--- src/rtl/sar_rd_pkg.sv ---
package sar_rd_pkg;

  localparam int CH_W     = 3;
  localparam int CMD_W    = 8;
  localparam int FRAME_W  = 16;
  localparam int CODE_W   = 10;
  localparam int CODE_LSB = 5;
  localparam int BYTES    = 3;

  typedef enum logic [2:0] {
    ST_IDLE,
    ST_SETUP,
    ST_HIGH,
    ST_LOW,
    ST_GAP
  } rd_state_t;

  // command byte: start bit, channel, unipolar, single-ended, external-clock pair
  function automatic logic [CMD_W-1:0] mk_cmd(input logic [CH_W-1:0] ch,
                                              input logic uni,
                                              input logic se);
    mk_cmd = {1'b1, ch, uni, se, 2'b11};
  endfunction

  // pull the conversion code out of the two received bytes
  function automatic logic [CODE_W-1:0] code_of(input logic [FRAME_W-1:0] fr);
    code_of = fr[CODE_LSB +: CODE_W];
  endfunction

endpackage

--- src/rtl/sar_rd_halfgen.sv ---
module sar_rd_halfgen #(
  parameter int DIV_W = 10
) (
  input  logic             clk,
  input  logic             rst_n,
  input  logic             restart,
  input  logic [DIV_W-1:0] half_len,
  output logic             tick
);

  logic [DIV_W-1:0] cnt;

  always_ff @(posedge clk or negedge rst_n) begin
    if (!rst_n) begin
      cnt <= '0;
    end else if (restart || cnt == half_len) begin
      cnt <= '0;
    end else begin
      cnt <= cnt + 1'b1;
    end
  end

  assign tick = !restart && (cnt == half_len);

  assert_cnt_bound_R3: assert property (@(posedge clk) disable iff (!rst_n)
    !restart |-> cnt <= half_len);

endmodule

--- src/rtl/sar_rd_shifter.sv ---
module sar_rd_shifter #(
  parameter int TX_W = 8,
  parameter int RX_W = 16
) (
  input  logic            clk,
  input  logic            rst_n,
  input  logic            load,
  input  logic [TX_W-1:0] load_val,
  input  logic            shift,
  input  logic            sample,
  input  logic            rx_bit,
  output logic            tx_bit,
  output logic [RX_W-1:0] rx_word
);

  logic [TX_W-1:0] tx_q;

  // zeros fill in behind the command, so later bytes send 0x00
  always_ff @(posedge clk or negedge rst_n) begin
    if (!rst_n) begin
      tx_q <= '0;
    end else if (load) begin
      tx_q <= load_val;
    end else if (shift) begin
      tx_q <= {tx_q[TX_W-2:0], 1'b0};
    end
  end

  // only the last RX_W bits survive: the first byte falls off the top
  always_ff @(posedge clk or negedge rst_n) begin
    if (!rst_n) begin
      rx_word <= '0;
    end else if (sample) begin
      rx_word <= {rx_word[RX_W-2:0], rx_bit};
    end
  end

  assign tx_bit = tx_q[TX_W-1];

  assert_load_alone_R1: assert property (@(posedge clk) disable iff (!rst_n)
    load |-> !shift && !sample);

  assert_edges_exclusive_R5: assert property (@(posedge clk) disable iff (!rst_n)
    !(shift && sample));

endmodule

--- src/rtl/sar_rd_wdog.sv ---
module sar_rd_wdog #(
  parameter int LIMIT = 15000,
  parameter int W     = 14
) (
  input  logic clk,
  input  logic rst_n,
  input  logic clr,
  input  logic run,
  output logic expire
);

  logic [W-1:0] cnt;

  always_ff @(posedge clk or negedge rst_n) begin
    if (!rst_n) begin
      cnt <= '0;
    end else if (clr) begin
      cnt <= '0;
    end else if (run) begin
      cnt <= cnt + 1'b1;
    end
  end

  assign expire = run && (cnt == W'(LIMIT - 1));

  assert_window_cap_R9: assert property (@(posedge clk) disable iff (!rst_n)
    run |-> cnt < W'(LIMIT));

endmodule

--- src/rtl/sar_adc_reader.sv ---
module sar_adc_reader #(
  parameter int DIV_W   = 10,
  parameter int GAP_W   = 12,
  parameter int OUT_W   = 16,
  parameter int TMO_CYC = 15000
) (
  input  logic                        clk,
  input  logic                        rst_n,
  input  logic                        start,
  input  logic [sar_rd_pkg::CH_W-1:0] chan,
  input  logic                        single_ended,
  input  logic                        unipolar,
  input  logic                        sext_en,
  input  logic [DIV_W-1:0]            half_div,
  input  logic [GAP_W-1:0]            gap_cycles,
  output logic                        adc_cs_n,
  output logic                        adc_sclk,
  output logic                        adc_din,
  input  logic                        adc_dout,
  output logic                        busy,
  output logic                        done,
  output logic                        tmo_err,
  output logic [OUT_W-1:0]            result
);
  import sar_rd_pkg::*;

  localparam int PAD_W    = OUT_W - CODE_W;
  localparam int TMO_W    = $clog2(TMO_CYC + 1);
  localparam int BIT_W    = $clog2(CMD_W);
  localparam int BYTE_W   = $clog2(BYTES);
  localparam int LAST_BIT = CMD_W - 1;
  localparam int LAST_BYT = BYTES - 1;

  function automatic logic [OUT_W-1:0] widen(input logic [CODE_W-1:0] c,
                                             input logic sx);
    widen = {{PAD_W{sx & c[CODE_W-1]}}, c};
  endfunction

  rd_state_t          state;
  logic [BIT_W-1:0]   bit_idx;
  logic [BYTE_W-1:0]  byte_idx;
  logic [GAP_W-1:0]   gcnt;
  logic [GAP_W-1:0]   gap_r;
  logic [DIV_W-1:0]   half_r;
  logic [CMD_W-1:0]   cmd_r;
  logic               sext_r;
  logic               conv_on;
  logic [FRAME_W-1:0] rx_frame;

  // named events, shared by the datapath and the assertions
  logic tick, accept, rise_ev, fall_ev, byte_end, last_bit, conv_open;
  logic gap_exit, wd_expire, abort;

  assign accept    = (state == ST_IDLE) && start;
  assign rise_ev   = ((state == ST_SETUP) || (state == ST_LOW)) && tick;
  assign fall_ev   = (state == ST_HIGH) && tick;
  assign byte_end  = fall_ev && (bit_idx == BIT_W'(LAST_BIT));
  assign last_bit  = byte_end && (byte_idx == BYTE_W'(LAST_BYT));
  assign conv_open = byte_end && (byte_idx == '0);
  assign gap_exit  = (state == ST_GAP) && (gcnt == gap_r);
  assign abort     = wd_expire && !last_bit;
  assign busy      = (state != ST_IDLE);

  sar_rd_halfgen #(.DIV_W(DIV_W)) half_i (
    .clk      (clk),
    .rst_n    (rst_n),
    .restart  ((state == ST_IDLE) || (state == ST_GAP)),
    .half_len (half_r),
    .tick     (tick)
  );

  sar_rd_shifter #(.TX_W(CMD_W), .RX_W(FRAME_W)) shift_i (
    .clk      (clk),
    .rst_n    (rst_n),
    .load     (accept),
    .load_val (mk_cmd(chan, unipolar, single_ended)),
    .shift    (fall_ev),
    .sample   (rise_ev),
    .rx_bit   (adc_dout),
    .tx_bit   (adc_din),
    .rx_word  (rx_frame)
  );

  sar_rd_wdog #(.LIMIT(TMO_CYC), .W(TMO_W)) wdog_i (
    .clk    (clk),
    .rst_n  (rst_n),
    .clr    (conv_open),
    .run    (conv_on),
    .expire (wd_expire)
  );

  always_ff @(posedge clk or negedge rst_n) begin
    if (!rst_n) begin
      state    <= ST_IDLE;
      bit_idx  <= '0;
      byte_idx <= '0;
      gcnt     <= '0;
      gap_r    <= '0;
      half_r   <= '0;
      cmd_r    <= '0;
      sext_r   <= 1'b0;
      conv_on  <= 1'b0;
      adc_cs_n <= 1'b1;
      adc_sclk <= 1'b0;
      done     <= 1'b0;
      tmo_err  <= 1'b0;
      result   <= '0;
    end else begin
      done    <= 1'b0;
      tmo_err <= 1'b0;
      case (state)
        ST_IDLE: begin
          if (start) begin
            half_r   <= half_div;
            gap_r    <= gap_cycles;
            cmd_r    <= mk_cmd(chan, unipolar, single_ended);
            sext_r   <= sext_en && !unipolar;
            bit_idx  <= '0;
            byte_idx <= '0;
            adc_cs_n <= 1'b0;
            state    <= ST_SETUP;
          end
        end
        ST_SETUP, ST_LOW: begin
          if (tick) begin
            adc_sclk <= 1'b1;
            state    <= ST_HIGH;
          end
        end
        ST_HIGH: begin
          if (tick) begin
            adc_sclk <= 1'b0;
            if (bit_idx == BIT_W'(LAST_BIT)) begin
              bit_idx <= '0;
              if (byte_idx == BYTE_W'(LAST_BYT)) begin
                adc_cs_n <= 1'b1;
                done     <= 1'b1;
                result   <= widen(code_of(rx_frame), sext_r);
                state    <= ST_IDLE;
              end else begin
                gcnt  <= '0;
                state <= ST_GAP;
              end
            end else begin
              bit_idx <= bit_idx + 1'b1;
              state   <= ST_LOW;
            end
          end
        end
        ST_GAP: begin
          if (gap_exit) begin
            byte_idx <= byte_idx + 1'b1;
            state    <= ST_LOW;
          end else begin
            gcnt <= gcnt + 1'b1;
          end
        end
        default: state <= ST_IDLE;
      endcase

      if (conv_open) begin
        conv_on <= 1'b1;
      end else if (last_bit || abort) begin
        conv_on <= 1'b0;
      end

      if (abort) begin
        state    <= ST_IDLE;
        adc_cs_n <= 1'b1;
        adc_sclk <= 1'b0;
        done     <= 1'b1;
        tmo_err  <= 1'b1;
        result   <= '0;
      end
    end
  end

  assert_din_hold_R1: assert property (@(posedge clk) disable iff (!rst_n)
    adc_sclk && $past(adc_sclk) |-> $stable(adc_din));

  assert_idle_pins_R2: assert property (@(posedge clk) disable iff (!rst_n)
    !busy |-> adc_cs_n && !adc_sclk);

  assert_sclk_needs_cs_R2: assert property (@(posedge clk) disable iff (!rst_n)
    adc_sclk |-> !adc_cs_n);

  assert_done_single_R7: assert property (@(posedge clk) disable iff (!rst_n)
    done |=> !done);

  assert_start_ignored_R8: assert property (@(posedge clk) disable iff (!rst_n)
    busy && start |=> $stable(cmd_r));

  assert_tmo_with_done_R9: assert property (@(posedge clk) disable iff (!rst_n)
    tmo_err |-> done && (result == '0));

  assert_window_in_txn_R9: assert property (@(posedge clk) disable iff (!rst_n)
    conv_on |-> busy);

endmodule

--- config.mk ---
export PLATFORM = sky130hd
export DESIGN_NAME = sar_adc_reader
export DESIGN_NICKNAME = d
export VERILOG_FILES = /design/src/rtl/sar_rd_pkg.sv /design/src/rtl/sar_rd_halfgen.sv /design/src/rtl/sar_rd_shifter.sv /design/src/rtl/sar_rd_wdog.sv /design/src/rtl/sar_adc_reader.sv
export SDC_FILE = /design/constraint.sdc
export NUM_CORES = 1
export LEC_CHECK = 0
export BUFFER_PORTS_ARGS = -buffer_cell sky130_fd_sc_hd__buf_4
export CORE_MARGIN = 1
export CORE_UTILIZATION = 50
export DETAILED_ROUTE_END_ITERATION = 12
export HOLD_SLACK_MARGIN = 0.15
export PLACE_DENSITY_LB_ADDON = 0.08
export SLEW_MARGIN = 20
export SYNTH_ARGS = -nofsm -noshare
export SYNTH_HDL_FRONTEND = slang
export SYNTH_SLANG_ARGS = --single-unit
--- constraint.sdc ---
create_clock -name clk -period 2.33 [get_ports clk]
set_input_delay 0.1165 -clock clk [delete_from_list [all_inputs] [get_ports clk]]
set_output_delay 0.1165 -clock clk [all_outputs]
set_load 0.01 [all_outputs]
==> results.yml, run 1 <==
clock_tree:
  clockBufferDepth: 2
  cts_tree: "yes"
  path_clk_slew_ns: 0.10
  htree_levels: 3
  cts_inserted_buffers: 9
  tritoncts_num_sinks: 106
  cts_root_buf: "clkbuf_8"
  clk_latency_ns: 0.36
cells_and_area:
  nets: 621
  layout-drive-gt1-share_pct: 18.6
  area_added_between_synthesis_and_finish_pct: 21.8
  num_antenna_cells: 0
  layout.cell_area.non_filler_mm2: 0.00594
power_and_ir_drop:
  clock_power_share_pct: 25.5
  share_seq_of_total_power_pct: 50.8
  peakVddDrop_uv: 696
  power.internal_mw: 3.27
  power_leakage_nw: 2.82
  swShare_pct: 30.8
  power_density_mw_per_mm2: 795
  total_net_switching_power_mw: 1.46
  p_comb_share_pct: 23.8
floorplan:
  die-area_mm2: 0.0102
  initial_cell_density_of_the_core_pct: 52.3
  die_height_um: 101
  boundaryPins: 54
  die_w_um: 101
  floorplan.core_area_mm2: 0.00933
  row_count: 35
placement:
  dp_hpwl_um: 6480
  detailed_place.area_mm2: 0.00541
  port_buffers: 53
  gp_routability_congestion: 0.854
global_routing:
  overall_routing_resource_usage_pct: 20.7
  grt_max_degree: 107
  grt_pass1_vias: 3509
  global_route_met1_utilization_pct: 27.1
  grt_antenna_before_repair: 0
  gr-max-usage-layer: "met2"
  use_met2_pct: 35.1
  global_route_wire_length_before_repair_um: 16400
  grt_remaining_overflow: 0
  use_met3_pct: 4.58
sta:
  timing.final.max_slew_violations: 0
  grt_setup_unrepaired: "no"
  setup_viol: 0
  tightest_slew_ns: 0.555
  timing.slew.headroom_pct: 63.0
  skew_ns: 0.00951
  period_share_pct: 90.8
  fmaxAchievable_ghz: 0.473
  timing.final.crit_period_ns: 2.11
  finalHoldViolations: 0
  fin_setup_tns_ns: 0
status:
  status: "complete, no violations"
synth:
  ys_types: 47
  yosys_register_bits: 106
  synth.top_cells.by_area: "dfrtp_1, nand2_1, xnor2_1, mux2_2, nor2_1"
  synth_cells: 501
  synth_top_flop_cell: "dfrtp_1"
  mappedNetlistArea_mm2: 0.00488
  synthesis.nets: 540
  post_synth.cell_area_avg_um2: 9.73
  synth-seq-area-share_pct: 54.4
  synth_top_area_share_pct: 53.9
  async_set_or_reset_flop_fraction_in_the_synthesized_netlist_pct: 100
  yosys_warnings: 0
  yosys.area.top_type: "dfrtp_1"
  ys_top_cells_by_count: "nand2_1, dfrtp_1, nor2_1"
  synth_edf_count: 0
  post-synth-top-count-cell: "nand2_1"
drt:
  drtAntennaViolNets: 0
  initialDrtViolationCount: 222
  drc_errors: 0
  routed_via_density: 5.05
  totalWireLength_um: 9460
  wire_per_inst_um: 13.2
  drt_pre_antenna_iters: 4
  routed-via-count: 3618
worst_setup_path:
  critPathCaptureType: "flop"
  setup_crit_start_kind: "flop"
  critical_path_class: "flop to flop"
  path_buf_inv: 1
  worst_path_largest_cell_delay_ns: 0.50
  worst_ep_arrival_time_ns: 2.40
  required_ns: 2.62
  timing.critical_path.fanout_max: 20
  crit_path_top_delay_cell: "or4_1"
  crit_family: "simple AND/OR/NAND/NOR gates"
  critical_path.cell_chain: "xnor2_2 > nand4_2 > o31ai_2 > o211ai_1 > buf_4 > or4_1 > a21oi_1"
min_path:
  min_path_type: "input pin to flop"
job:
  max_cap_viols: 0
power groups by stage:
stage	combinational (mW)	sequential [mW]	clock [mW]
detailed placement	1.08	2.43	0
finish	1.12	2.40	1.20
global route	1.28	2.43	1.32
floorplan	0.800	2.35	0
CTS	1.12	2.39	1.25
global placement	1.05	2.41	0
layout make-up:
| cell class | count | area, um^2 |
|---|---|---|
| clock inverter | 6 | 88.8 |
| inverter | 5 | 18.8 |
| timing repair buffer | 97 | 816 |
| sequential | 106 | 2650 |
| fill | 778 | 3390 |
| clock buffer | 10 | 128 |
| tap | 129 | 161 |
| multi-input combinational | 363 | 2070 |
per-stage QoR:
step	utilization (%)	total power [mW]	worst slack, ns	std cells	hold slack [ns]
after global placement	58.0	3.47	0.244	669	0.233
after CTS	63.5	4.77	0.133	715	0.210
after global routing	63.7	5.03	0.0261	716	0.240
after floorplan	-	3.15	0.293	501	-0.179
after detailed placement	58.0	3.51	0.145	669	0.228
final	63.7	4.72	0.215	716	0.219
registers in the layout (all words and copies together) (netlist names):
register / count
gap_r: 12
shift_i.rx_word: 15
byte_idx: 2
half_i.cnt: 10
sext_r: 1
result: 11
gcnt: 12
adc_cs_n: 1
half_r: 10
adc_sclk: 1
bit_idx: 3
state: 3
tmo_err: 1
done: 1
shift_i.tx_q: 8
wdog_i.cnt: 14
conv_on: 1
final timing paths:
kind | start | endpoint | slack [ns] | cells past startpoint
hold reg to reg | shift_i.tx_q[0]$_DFFE_PN0P_ | shift_i.tx_q[1]$_DFFE_PN0P_ | 0.49 | 2
setup reg to reg | half_i.cnt[2]$_DFF_PN0_ | gcnt[11]$_DFFE_PN0P_ | 0.22 | 7
max in group asynchronous | rst_n | gcnt[10]$_DFFE_PN0P_ | 1.54 | 3
setup / recovery | half_i.cnt[2]$_DFF_PN0_ | gcnt[11]$_DFFE_PN0P_ | 0.22 | 7
min in group asynchronous | rst_n | wdog_i.cnt[4]$_DFFE_PN0P_ | 0.35 | 3
hold / removal | start | bit_idx[2]$_DFFE_PN0P_ | 0.22 | 3
cell families (layout without fill, tap and decap cells):
kind of cell / after synthesis / count (layout) / share of synthesized area [%]
buffers and inverters: 32 / 118 / 3.21
adder cells (fa/ha/maj): 7 / 7 / 1.80
AO/OA/AOI/OAI: 57 / 57 / 6.93
flip-flops: 106 / 106 / 54.4
AND/OR/NAND/NOR: 237 / 237 / 21.4
XOR/XNOR: 43 / 43 / 7.88
multiplexers: 19 / 19 / 4.34
layout by cell type, fill, tap and decap left out, types with 3 or more instances in the layout:
| cell type | n |
|---|---|
| and3_1 | 9 |
| clkbuf_8 | 9 |
| nand3_1 | 16 |
| a22oi_1 | 3 |
| dlygate4sd3_1 | 30 |
| a21oi_1 | 10 |
| ha_1 | 7 |
| o21ai_0 | 29 |
| buf_4 | 66 |
| nand2_1 | 130 |
| xor2_1 | 12 |
| nor2_1 | 48 |
| a31oi_1 | 4 |
| dfrtp_1 | 105 |
| and2_1 | 3 |
| mux2_2 | 17 |
| xnor2_1 | 29 |
| or3_1 | 7 |
| inv_1 | 5 |
| nand4_1 | 9 |
worst register-to-register path: cells and delay by family (launching register included):
kind            cells  cell delay (ns)
flops               1             0.46
simple gates        2             0.69
compound gates      3             0.52
xor+xnor            1             0.16
buf+inv             1             0.21
per-layer routing:
| layer | wire (um) | part of all wire, % |
|---|---|---|
| met4 | 76 | 0.80 |
| met2 | 4590 | 48 |
| met1 | 4520 | 48 |
| met5 | 0 | 0 |
| met3 | 281 | 3.0 |
what timing repair did:
action | 4_1_cts | 5_1_grt
hold endpoints to repair | 134 | 0
hold buffers | 30 | 0
resized for setup | 0 | 1
setup endpoints to repair | 0 | 1
setup buffers | 0 | 1
No activity file was read; power rests on OpenSTA's default activity.
==> run 2: changes to the inputs <==
CAP_MARGIN = 20   (was not set)
clock period = 2.7 ns   (was 2.33 ns; I/O delays follow)
==> results.yml, run 2 (same netlist as run 1, synthesis figures left out) <==
status:
  status: "complete, no violations"
clock_tree:
  resized_gates_after_cts: 0
  cts-hold-fix-buffers: 30
  clockBufferDepth: 2
  clk_latency_ns: 0.36
  htree_levels: 3
  tritoncts_num_sinks: 106
  cts_tree: "yes"
  cts_inserted_buffers: 9
  post-cts-setup-buffers: 0
  path_clk_slew_ns: 0.09
  cts_root_buf: "clkbuf_8"
global_routing:
  grt_antenna_before_repair: 0
  grt_max_degree: 79
  overall_routing_resource_usage_pct: 20.7
  grt_pass1_vias: 3619
  global_route_wire_length_before_repair_um: 16500
  grt_remaining_overflow: 0
drt:
  totalWireLength_um: 9390
  drc_errors: 0
  drt_pre_antenna_iters: 4
  routed_via_density: 5.08
  drtAntennaViolNets: 0
  initialDrtViolationCount: 121
  wire_per_inst_um: 13.2
  routed-via-count: 3620
cells_and_area:
  final.fill_count: 825
  ff_latch_area_mm2: 0.00265
  largestRegisters: "shift_i.rx_word x15, wdog_i.cnt x14"
  largest_register_ffs: 15
  largest_register: "shift_i.rx_word"
  num_antenna_cells: 0
  layout.cell_area.non_filler_mm2: 0.00587
  final_cell_mix: "nand2_1, dfrtp_1, buf_4"
  area_added_between_synthesis_and_finish_pct: 20.4
  nets: 617
  multiInputGateArea_mm2: 0.00207
  final_common_cell: "nand2_1"
  layout-drive-gt1-share_pct: 18.0
power_and_ir_drop:
  p_comb_share_pct: 23.9
  power.internal_mw: 2.71
  power_density_mw_per_mm2: 674
  total_net_switching_power_mw: 1.24
  peakVddDrop_uv: 490
  swShare_pct: 31.4
  share_seq_of_total_power_pct: 52.0
  clock_power_share_pct: 24.1
  power_leakage_nw: 2.79
placement:
  detailed_place.area_mm2: 0.00537
  gp_routability_congestion: 0.792
  port_buffers: 53
  pre_cts_slack_ns: 0.509
  dp_hpwl_um: 6420
worst_setup_path:
  worst_path_largest_cell_delay_ns: 0.50
  timing.critical_path.fanout_max: 20
  critical_path.cell_chain: "xnor2_1 > nand4_1 > o31ai_2 > o211ai_1 > buf_4 > or4_1 > a21oi_1"
  crit_path_top_delay_cell: "or4_1"
  path_buf_inv: 1
  setup_crit_start_kind: "flop"
  critical_path_class: "flop to flop"
  critPathCaptureType: "flop"
  worst_ep_arrival_time_ns: 2.45
  required_ns: 2.99
  crit_family: "simple AND/OR/NAND/NOR gates"
sta:
  finalHoldViolations: 0
  timing.slew.headroom_pct: 34.7
  fin_setup_tns_ns: 0
  fmaxAchievable_ghz: 0.463
  skew_ns: 0.00841
  grt_setup_unrepaired: "no"
  timing.final.crit_period_ns: 2.16
  timing.final.ws_setup_ns: 0.539
  tightest_slew_ns: 0.979
  setup_viol: 0
  period_share_pct: 80.0
  timing.final.max_slew_violations: 0
floorplan:
  die-area_mm2: 0.0102
  row_count: 35
  initial_cell_density_of_the_core_pct: 52.3
  die_height_um: 101
  floorplan.core_area_mm2: 0.00933
  boundaryPins: 54
  die_w_um: 101
job:
  max_cap_viols: 0
min_path:
  min_path_type: "input pin to flop"
run 2: changes by cell type in the layout (fill, tap and decap cells not counted), sizes merged:
cell | before | now
buf | 67 | 63
bufinv | 2 | 0
clkinv | 1 | 2
inv | 6 | 5
clkinvlp | 2 | 1
clkbuf | 10 | 13
run 2: worst paths after layout:
check / from / to / slack [ns] / cells past startpoint
worst max-delay path: half_i.cnt[5]$_DFF_PN0_ / gcnt[11]$_DFFE_PN0P_ / 0.54 / 7
min in group asynchronous: rst_n / wdog_i.cnt[11]$_DFFE_PN0P_ / 0.44 / 2
worst min register to register: sext_r$_DFFE_PN0P_ / sext_r$_DFFE_PN0P_ / 0.48 / 2
worst min-delay path: start / bit_idx[2]$_DFFE_PN0P_ / 0.19 / 3
worst max register to register: half_i.cnt[5]$_DFF_PN0_ / gcnt[11]$_DFFE_PN0P_ / 0.54 / 7
max in group asynchronous: rst_n / half_r[8]$_DFFE_PN0P_ / 1.43 / 3
run 2: metal layers:
layer  part of all wire [%]  global-route usage (%)  wire length, um  vias to the layer above
met5                      0                       0                0                        -
met4                    1.2                    7.13              110                        0
met3                    3.5                    4.37              330                       10
met2                     48                    34.9             4540                       66
met1                     47                    26.7             4400                     1721
li1                       -                       -                -                     1823
run 2: area by class of cell:
class                   count  share of cell area [%]
clock buffers              13                    3.05
flip-flops and latches    106                    45.2
well taps                 129                    2.75
clock inverters             3                   0.362
multi-input cells         363                    35.2
repair buffers             93                    13.2
inverters                   5                   0.319
run 2: worst min-delay path, cell delays in order:
cell     delay (ns)
buf_4          0.10
and2_1         0.22
a21oi_1        0.06
run 2: power groups by stage:
| stage | clock (mW) | sequential [mW] | combinational [mW] |
|---|---|---|---|
| final | 0.954 | 2.06 | 0.947 |
| after CTS | 0.992 | 2.06 | 0.961 |
| after global placement | 0 | 2.08 | 0.906 |
| after global routing | 1.06 | 2.10 | 1.08 |
| after floorplan | 0 | 2.03 | 0.690 |
| after detailed placement | 0 | 2.09 | 0.922 |
run 2: metrics by stage:
stage               hold slack (ns)  std cells  total power [mW]  util (%)
finish                        0.192        712              3.96      63.0
global route                  0.200        712              4.23      63.0
CTS                           0.168        712              4.01      63.0
detailed placement            0.327        666              3.01      57.6
global placement              0.323        666              2.99      57.6
floorplan                    -0.161        501              2.72         -
==> run 3: changes to the inputs <==
clock period = 2 ns   (was 2.7 ns; I/O delays follow)
==> results.yml, run 3 (same netlist as run 1, synthesis figures left out) <==
worst_setup_path:
  ff2ff_setup_slack_ns: -0.06
  cp_num_cells: 8
  crit_path_frequent_cell: "buf_4"
  regToRegStartpoint: "half_r[1]$_DFFE_PN0P_"
  worst_path_largest_cell_delay_ns: 0.40
  timing.critical_path.fanout_max: 8
  crit_path_top_delay_cell: "dfrtp_1"
  crit_family: "simple AND/OR/NAND/NOR gates"
  critPathCaptureType: "flop"
  critical_path.cell_chain: "xnor2_1 > nand4_1 > o31ai_2 > o211ai_1 > buf_4 > buf_4 > or3_4 > a21oi_2"
  critical_path.reg2reg.endpoint: "gcnt[4]$_DFFE_PN0P_"
  path_buf_inv: 2
  required_ns: 2.30
  worst_ep_arrival_time_ns: 2.36
  setup_crit_start_kind: "flop"
  critical_path_class: "flop to flop"
  reg2reg_depth: 8
cells_and_area:
  layout-drive-gt1-share_pct: 25.6
  largestRegisters: "shift_i.rx_word x15, wdog_i.cnt x14"
  nets: 655
  layout.cell_area.non_filler_mm2: 0.00631
  largest_register: "shift_i.rx_word"
  area_added_between_synthesis_and_finish_pct: 29.4
  largest_register_ffs: 15
  num_antenna_cells: 0
  final_cell_mix: "nand2_1, dfrtp_1, buf_4"
  final_common_cell: "nand2_1"
drt:
  top_signal_layer_used: "met4"
  initialDrtViolationCount: 141
  routed_via_density: 5.08
  totalWireLength_um: 10000
  drt-met1-wl_um: 4730
  route.met2.wl_um: 4930
  wl_met3_um: 282
  drc_errors: 0
  routed-via-count: 3813
  drtAntennaViolNets: 0
  drt_pre_antenna_iters: 4
  wire_per_inst_um: 13.3
min_path:
  min_delay_path_depth: 3
  hp-start: "start"
  hold_end: "bit_idx[2]$_DFFE_PN0P_"
  min_path_type: "input pin to flop"
power_and_ir_drop:
  power_density_mw_per_mm2: 880
  power.internal_mw: 3.70
  share_seq_of_total_power_pct: 49.5
  clock_power_share_pct: 22.4
  peakVddDrop_uv: 578
  swShare_pct: 33.4
  power_leakage_nw: 3.03
  total_net_switching_power_mw: 1.85
  p_comb_share_pct: 28.1
sta:
  skew_ns: 0.0152
  finalHoldWorstSlack_ns: 0.157
  tightest_slew_ns: 0.499
  period_share_pct: 103
  timing.final.crit_period_ns: 2.06
  timing.final.max_slew_violations: 0
  setup_viol: 9
  grt_setup_unrepaired: "yes"
  fmaxAchievable_ghz: 0.485
  finalHoldViolations: 0
  timing.slew.headroom_pct: 66.7
  fin_setup_tns_ns: -0.271
  timing.final.ws_setup_ns: -0.0598
clock_tree:
  path_clk_slew_ns: 0.10
  clk_latency_ns: 0.37
  clockBufferDepth: 2
  tritoncts_num_sinks: 106
  cts_root_buf: "clkbuf_8"
  cts_tree: "yes"
  cts_inserted_buffers: 9
  htree_levels: 3
global_routing:
  grt_antenna_before_repair: 0
  global_route_wire_length_before_repair_um: 17000
  grt_pass1_vias: 3751
  grt_max_degree: 42
  overall_routing_resource_usage_pct: 21.5
  grt_remaining_overflow: 0
placement:
  dp_hpwl_um: 6800
  detailed_place.area_mm2: 0.00566
  port_buffers: 53
  gp_routability_congestion: 0.822
status:
  status: "finished, violations left"
  violations: "negative setup slack"
job:
  max_cap_viols: 0
floorplan:
  initial_cell_density_of_the_core_pct: 52.3
  row_count: 35
  die-area_mm2: 0.0102
  die_height_um: 101
  die_w_um: 101
  floorplan.core_area_mm2: 0.00933
  boundaryPins: 54
run 3: how the worst max path moves through the flow:
stage                                  from                             end
CTS                   half_r[9]$_DFFE_PN0P_            gcnt[11]$_DFFE_PN0P_
detailed placement    half_r[0]$_DFFE_PN0P_             gcnt[6]$_DFFE_PN0P_
global route        half_i.cnt[4]$_DFF_PN0_             gcnt[4]$_DFFE_PN0P_
finish                half_r[1]$_DFFE_PN0P_             gcnt[4]$_DFFE_PN0P_
global placement      half_r[8]$_DFFE_PN0P_            state[0]$_DFFE_PN0P_
floorplan           half_i.cnt[2]$_DFF_PN0_  shift_i.rx_word[0]$_DFFE_PN0P_
run 3: metal layers:
layer,vias up,track usage [%]
li1,1895,-
met1,1851,27.9
met2,62,36.8
met3,5,5.27
met4,0,4.01
met5,-,0
run 3: what timing repair did:
action	CTS	global route
hold endpoints to repair	134	0
hold buffers	30	0
setup endpoints to repair	12	47
cloned	0	0
setup buffers	4	6
pin swaps	5	13
gates resized for setup	3	19
run 3: cell type report:
cell class                 count  area (um^2)
clock buffer                   9          124
timing repair buffer         131         1130
inverter                       5         18.8
tap                          129          161
fill                         788         3020
multi-input combinational    363         2170
sequential                   106         2650
clock inverter                 7         57.6
run 3: power groups by stage:
stage / logic (mW) / registers (mW) / clock network (mW)
final: 1.56 / 2.75 / 1.25
after global routing: 1.76 / 2.79 / 1.39
after CTS: 1.54 / 2.74 / 1.30
after detailed placement: 1.40 / 2.79 / 0
after global placement: 1.37 / 2.78 / 0
after floorplan: 0.947 / 2.74 / 0
run 3: stage by stage:
stage	instances	worst slack, ns	power, mW	util [%]
4_1_cts	744	-0.0263	5.58	66.3
3_3_place_gp	694	0.00274	4.14	60.7
3_5_place_dp	694	-0.0676	4.19	60.7
5_1_grt	750	-0.190	5.94	67.7
2_1_floorplan	501	0.0529	3.68	-
6_report	750	-0.0598	5.56	67.7
run 3: worst min-delay path: stages:
cell,delay [ns]
buf_4,0.09
and2_1,0.23
a21oi_1,0.06
